## config.mk

```make
export PLATFORM = sky130hd
export DESIGN_NAME = prescaled_match_timer
export DESIGN_NICKNAME = d
export VERILOG_FILES = /design/src/rtl/pmt_pkg.sv /design/src/rtl/pmt_datapath.sv /design/src/rtl/pmt_ctrl.sv /design/src/rtl/prescaled_match_timer.sv
export SDC_FILE = /design/constraint.sdc
export NUM_CORES = 1
export LEC_CHECK = 0
export BUFFER_PORTS_ARGS = -buffer_cell sky130_fd_sc_hd__buf_2
export CAP_MARGIN = 20
export CORE_UTILIZATION = 58
export DETAILED_ROUTE_END_ITERATION = 6
export GPL_TIMING_DRIVEN = 0
export PLACE_DENSITY = 0.85
export SYNTH_ARGS = -nofsm -noshare
export SYNTH_HDL_FRONTEND = slang
export SYNTH_SLANG_ARGS = --single-unit
```

## constraint.sdc

```tcl
create_clock -name clk -period 3 [get_ports clk]
set_clock_uncertainty 0.15 [all_clocks]
set_input_delay 0.3 -clock clk [delete_from_list [all_inputs] [get_ports clk]]
set_output_delay 0.3 -clock clk [all_outputs]
set_load 0.01 [all_outputs]
```

## src/rtl/pmt_pkg.sv

```systemverilog
package pmt_pkg;
  localparam int DATA_W     = 32;
  localparam int BIT_LOADEN = 16;
  localparam int BIT_ACTIVE = 25;
  localparam int BIT_SRST   = 26;
  localparam int MODE_LO    = 27;
  localparam int BIT_IE     = 29;
  localparam int BIT_EN     = 30;

  localparam logic [1:0] ADDR_CTRL = 2'd0;
  localparam logic [1:0] ADDR_CMP  = 2'd1;
  localparam logic [1:0] ADDR_DATA = 2'd2;
  localparam logic [1:0] ADDR_FLAG = 2'd3;

  typedef enum logic [1:0] {
    MODE_ONESHOT  = 2'b00,
    MODE_PERIODIC = 2'b01,
    MODE_TOGGLE   = 2'b10,
    MODE_RSVD     = 2'b11
  } timerMode_t;

  typedef struct packed {
    logic run;
    logic clr;
    logic toggleMode;
    logic loadEn;
  } ctrlStrobes_t;
endpackage

```

## src/rtl/pmt_datapath.sv

```systemverilog
module pmt_datapath
  import pmt_pkg::*;
#(
  parameter int PRE_W = 8,
  parameter int CNT_W = 24
) (
  input  logic             clk,
  input  logic             rstN,
  input  ctrlStrobes_t     strb,
  input  logic [PRE_W-1:0] prescale,
  input  logic [CNT_W-1:0] compare,
  output logic             matchEvent,
  output logic [CNT_W-1:0] tdrVal,
  output logic             tout
);
  logic [PRE_W-1:0] preCnt;
  logic [CNT_W-1:0] cnt;
  logic             preTick;

  assign preTick    = strb.run && (preCnt >= prescale);
  assign matchEvent = preTick && (cnt == compare);

  always_ff @(posedge clk or negedge rstN) begin
    if (!rstN) begin
      preCnt <= '0;
      cnt    <= '0;
      tout   <= 1'b0;
    end else if (strb.clr) begin
      preCnt <= '0;
      cnt    <= '0;
      tout   <= 1'b0;
    end else if (strb.run) begin
      preCnt <= preTick ? '0 : preCnt + 1'b1;
      if (preTick) cnt <= matchEvent ? '0 : cnt + 1'b1;
      if (matchEvent && strb.toggleMode) tout <= ~tout;
    end
  end

  always_ff @(posedge clk or negedge rstN) begin
    if (!rstN)            tdrVal <= '0;
    else if (strb.loadEn) tdrVal <= cnt;
  end

  p_clear_zeroes_r7: assert property (@(posedge clk) disable iff (!rstN)
    strb.clr |=> (cnt == '0) && (preCnt == '0) && !tout);

  p_hold_stopped_r8: assert property (@(posedge clk) disable iff (!rstN)
    (!strb.run && !strb.clr) |=> ($stable(cnt) && $stable(preCnt)));

  p_wrap_on_match_r3: assert property (@(posedge clk) disable iff (!rstN)
    (matchEvent && !strb.clr) |=> (cnt == '0));

  p_toggle_flip_r6: assert property (@(posedge clk) disable iff (!rstN)
    (matchEvent && strb.toggleMode && !strb.clr) |=> (tout != $past(tout)));
endmodule

```

## src/rtl/pmt_ctrl.sv

```systemverilog
module pmt_ctrl
  import pmt_pkg::*;
#(
  parameter int PRE_W = 8,
  parameter int CNT_W = 24
) (
  input  logic              clk,
  input  logic              rstN,
  input  logic              regWe,
  input  logic [1:0]        regAddr,
  input  logic [DATA_W-1:0] regWdata,
  input  logic              matchEvent,
  input  logic [CNT_W-1:0]  tdrVal,
  output ctrlStrobes_t      strb,
  output logic [PRE_W-1:0]  prescale,
  output logic [CNT_W-1:0]  compare,
  output logic              irq,
  output logic [DATA_W-1:0] regRdata
);
  timerMode_t mode;
  logic loadEn, intEn, enable, srstBit, flag, active;
  logic ctrlWr, cmpWr, flagClr;
  logic unusedWdata;

  assign unusedWdata = ^regWdata;
  assign ctrlWr  = regWe && (regAddr == ADDR_CTRL);
  assign cmpWr   = regWe && (regAddr == ADDR_CMP);
  assign flagClr = regWe && (regAddr == ADDR_FLAG) && regWdata[0];
  assign active  = enable && (mode != MODE_RSVD);

  always_ff @(posedge clk or negedge rstN) begin
    if (!rstN) begin
      prescale <= '0;
      loadEn   <= 1'b0;
      mode     <= MODE_ONESHOT;
      intEn    <= 1'b0;
      enable   <= 1'b0;
      srstBit  <= 1'b0;
      compare  <= '0;
      flag     <= 1'b0;
    end else begin
      srstBit <= ctrlWr && regWdata[BIT_SRST];
      if (ctrlWr) begin
        prescale <= regWdata[PRE_W-1:0];
        loadEn   <= regWdata[BIT_LOADEN];
        mode     <= timerMode_t'(regWdata[MODE_LO+1:MODE_LO]);
        intEn    <= regWdata[BIT_IE];
        enable   <= regWdata[BIT_EN] && !regWdata[BIT_SRST];
      end else if (matchEvent && (mode == MODE_ONESHOT)) begin
        enable <= 1'b0;
      end
      if (cmpWr) compare <= regWdata[CNT_W-1:0];
      if (matchEvent && intEn) flag <= 1'b1;
      else if (flagClr)        flag <= 1'b0;
    end
  end

  always_comb begin
    strb.run        = active;
    strb.clr        = ctrlWr && regWdata[BIT_SRST];
    strb.toggleMode = (mode == MODE_TOGGLE);
    strb.loadEn     = loadEn;
  end

  assign irq = flag;

  always_comb begin
    regRdata = '0;
    unique case (regAddr)
      ADDR_CTRL: begin
        regRdata[PRE_W-1:0]          = prescale;
        regRdata[BIT_LOADEN]         = loadEn;
        regRdata[BIT_ACTIVE]         = active;
        regRdata[BIT_SRST]           = srstBit;
        regRdata[MODE_LO+1:MODE_LO]  = mode;
        regRdata[BIT_IE]             = intEn;
        regRdata[BIT_EN]             = enable;
      end
      ADDR_CMP:  regRdata[CNT_W-1:0] = compare;
      ADDR_DATA: regRdata[CNT_W-1:0] = tdrVal;
      default:   regRdata[0]         = flag;
    endcase
  end

  p_oneshot_stop_r5: assert property (@(posedge clk) disable iff (!rstN)
    (matchEvent && (mode == MODE_ONESHOT) && !ctrlWr) |=> !enable);

  p_flag_on_match_r4: assert property (@(posedge clk) disable iff (!rstN)
    (matchEvent && intEn) |=> irq);

  p_reserved_idle_r10: assert property (@(posedge clk) disable iff (!rstN)
    (mode == MODE_RSVD) |-> !matchEvent);
endmodule

```

## src/rtl/prescaled_match_timer.sv

```systemverilog
module prescaled_match_timer
  import pmt_pkg::*;
#(
  parameter int PRE_W = 8,
  parameter int CNT_W = 24
) (
  input  logic        clk,
  input  logic        rstN,
  input  logic        regWe,
  input  logic [1:0]  regAddr,
  input  logic [31:0] regWdata,
  output logic [31:0] regRdata,
  output logic        irq,
  output logic        tout
);
  ctrlStrobes_t     strb;
  logic [PRE_W-1:0] prescale;
  logic [CNT_W-1:0] compare;
  logic [CNT_W-1:0] tdrVal;
  logic             matchEvent;

  pmt_ctrl #(.PRE_W(PRE_W), .CNT_W(CNT_W)) u_ctrl (
    .clk(clk), .rstN(rstN), .regWe(regWe), .regAddr(regAddr),
    .regWdata(regWdata), .matchEvent(matchEvent), .tdrVal(tdrVal),
    .strb(strb), .prescale(prescale), .compare(compare), .irq(irq),
    .regRdata(regRdata)
  );

  pmt_datapath #(.PRE_W(PRE_W), .CNT_W(CNT_W)) u_dp (
    .clk(clk), .rstN(rstN), .strb(strb), .prescale(prescale),
    .compare(compare), .matchEvent(matchEvent), .tdrVal(tdrVal), .tout(tout)
  );
endmodule

```

==> results.toml <==
[detailed_routing]
detail_route.vias_per_cell = 6.024
total_detailed_routing_wirelength_um = 12470
detailedRoute.firstIterationViolations = 254
num_vias = 4018
drc_errors = 0
drtPass1Iterations = 6
routed_wire_length_per_instance_um = 18.69
ant_nets = 0

[floorplanning]
initial_utilization = 0.6086
die_w_um = 95.55
core_box_area_um2 = 8341
number_of_i_o_pins = 71
placement_rows = 33
overall_die_height_um = 95.55
die-area_um2 = 9130

[power_and_ir_drop]
p_leak_nw = 2.717
fin_total_pwr_mw = 3.145
ir_drop_mv = 0.3394
power-per-cell-area_nw_per_um2 = 534.1

[yosys]
synth.top_cells.by_area = "sky130_fd_sc_hd__dfrtp_1 (47%), sky130_fd_sc_hd__mux2_2 (13%), sky130_fd_sc_hd__xor2_1 (3.8%)"
synth-edff-count = 0
ys_types = 48
mappedNetlistArea_um2 = 5076
ys_seq_elements = 96
ys_seq_area_frac = 0.4733
synth_cells = 467
synth.avg_cell_area_um2 = 10.87
async_flop_share = 1.000
yosys.area.top_type = "sky130_fd_sc_hd__dfrtp_1"
yosys_most_used_dff = "sky130_fd_sc_hd__dfrtp_1"
netlist.area_leader.share = 0.4733
synth_commonest_cells = "sky130_fd_sc_hd__dfrtp_1 (96), sky130_fd_sc_hd__mux2_2 (60), sky130_fd_sc_hd__nor2_1 (36)"
leading_cell_type_by_number_of_instances_after_synthesis = "sky130_fd_sc_hd__dfrtp_1"
number_of_warnings_reported_in_the_yosys_synthesis_log = 0

[cells_and_area]
finalNetCount = 608
drive_above_1_share = 0.2829
final_design_area_no_fill_um2 = 5889
antennaDiodeCount = 0
area_growth_pct = 16.02

[timing]
rsz0062_at_grt = "false"
max_freq_mhz = 361.0
timing.final.crit_share = 0.9233
tightestPinTransition_ns = 0.6844
setup_total_negative_slack_ns = 0
final_max_slew_viol_count = 0
finalHoldViolCount = 0
post-route-min-period_ns = 2.770
setup_viol = 0
worst_slew_margin_rel = 0.5437

[cts]
clock_latency_on_the_worst_skew_pair_ns = 0.37
clkSinkCount = 96
cts_tree = "done"
clkSlewWorstSetupHoldPaths_ns = 0.09
clk_path_buf_depth = 2
cts_buffers = 9
clock_tree.htree_level_count = 3
cts_root_buffer = "sky130_fd_sc_hd__clkbuf_8"

[place]
buffer_ports.inserted = 65
place_congestion = 0.8574
detailedPlacementHpwl_um = 8942
dpl_cell_area_um2 = 5567

[critical_path]
cp_data_required_time_ns = 3.15
critical_path_arrival_ns = 2.92
cp_max_fo = 10
start_kind = "flip-flop"
timing.critical_path.to_type = "flip-flop"
worst-setup-path-type = "reg2reg"

[status]
outcome = "finished, final reports clean"

[flow_run]
drv.max_cap_violation_count = 0

[global_route]
grt_pass1_vias = 3927
pin_count_of_the_biggest_net_entering_global_routing = 53
antenna_violations_before_repair = 0
sum_of_overflow_across_all_layers_after_global_routing = 0
first_pass_grt_wire_length_um = 19510
track_usage = 0.2908

[min_path]
holdCritPathClass = "in2reg"
## layer usage
layer	global-route usage	up-vias	share of wire
li1	-	1837	-
met1	0.3729	2000	0.42
met2	0.4798	153	0.49
met3	0.05901	28	0.058
met4	0.1219	0	0.028
met5	0	-	0
## critical path: stages (launching register included)
cell and delay [ns]:
sky130_fd_sc_hd__dfrtp_1 0.41, sky130_fd_sc_hd__inv_1 0.10, sky130_fd_sc_hd__ha_1 0.23, sky130_fd_sc_hd__nand2b_1 0.15, sky130_fd_sc_hd__a2111oi_2 0.54, sky130_fd_sc_hd__o31ai_4 0.24
sky130_fd_sc_hd__nand2_2 0.24, sky130_fd_sc_hd__buf_2 0.28, sky130_fd_sc_hd__nand2_1 0.20, sky130_fd_sc_hd__nor2_1 0.17
## cells in the final DEF, fill, tap and decap left out, drive strengths merged, types with 2 or more instances in the layout
cell / n
or4: 2
a22oi: 15
or3: 7
clkinvlp: 2
nor4: 9
nand2b: 2
and3: 2
dlygate4sd3: 12
clkbuf: 29
nand2: 19
a222oi: 9
inv: 13
mux2: 60
conb: 2
and2: 7
nand4: 16
clkinv: 2
nor2: 36
buf: 79
xor2: 22
o21ai: 11
a21oi: 16
o31ai: 3
nor2b: 15
nor3: 8
o21a: 2
ha: 14
xnor2: 20
dfrtp: 96
nand3b: 4
and4: 3
nand3: 16
## metrics by stage
step	hold slack, ns	setup WS (ns)	utilization	std cells
after floorplan	-0.1456	0.6388	-	468
after global placement	0.3400	0.2595	0.6638	638
after detailed placement	0.1986	0.1648	0.6674	639
after CTS	0.0001745	0.1379	0.6985	661
after global routing	0.0007642	0.1018	0.7061	667
final	0.004326	0.2302	0.7061	667
## logic make-up (layout without fill, tap and decap cells)
logic type | Yosys count | count (layout) | synth area share
flops | 96 | 96 | 0.4733
buf+inv | 44 | 138 | 0.03648
simple gates | 147 | 147 | 0.1580
mux | 61 | 61 | 0.1351
fa+ha+maj | 14 | 14 | 0.03451
compound gates | 62 | 62 | 0.08948
other cells | 1 | 2 | 0.0007388
xor+xnor | 42 | 42 | 0.07247
## cell type report
| type | instances | area (um2) |
|---|---|---|
| Sequential cell | 96 | 2402 |
| Fill cell | 621 | 2451 |
| Multi-Input combinational cell | 328 | 2495 |
| Inverter | 14 | 52.55 |
| Clock buffer | 12 | 145.1 |
| Timing Repair Buffer | 78 | 475.5 |
| Tap cell | 105 | 131.4 |
| Clock inverter | 4 | 53.80 |
| Buffer | 30 | 133.9 |
## power breakdown
group	internal [mW]	leakage (nW)	total [mW]	switching [mW]
registers	1.44	1.26	1.58	0.145
clock network	0.410	0.0928	0.868	0.458
logic	0.326	1.37	0.696	0.370
## flip-flops by register name (all words and copies together) (netlist names)
signal / cells
u_ctrl.compare: 24
u_ctrl.enable: 1
u_ctrl.intEn: 1
u_ctrl.irq: 1
u_ctrl.loadEn: 1
u_ctrl.mode: 2
u_ctrl.prescale: 8
u_ctrl.srstBit: 1
u_dp.cnt: 24
u_dp.preCnt: 8
u_dp.tdrVal: 24
u_dp.tout: 1
## path summary, 6_finish.rpt
| path | from | to | slack, ns | cells past startpoint |
|---|---|---|---|---|
| max | u_dp.preCnt[0] | u_dp.preCnt[7] | 0.23 | 9 |
| min | regWdata[21] | u_ctrl.compare[21] | 0.004 | 2 |
| max reg2reg | u_dp.preCnt[0] | u_dp.preCnt[7] | 0.23 | 9 |
| min reg2reg | u_dp.tdrVal[11] | u_dp.tdrVal[11] | 0.36 | 1 |
| max in group asynchronous | rstN | u_dp.cnt[5] | 1.73 | 3 |
| min in group asynchronous | rstN | u_ctrl.compare[22] | 0.31 | 2 |
## what timing repair did
item / 4_1_cts / 5_1_grt
hold buffers: 6 / 6
setup buffers: 0 / 0
endpoints found under the hold margin: 49 / 6
setup endpoints to repair: 0 / 10
gates resized for setup: 0 / 3
No activity file was read; power rests on OpenSTA's default activity.
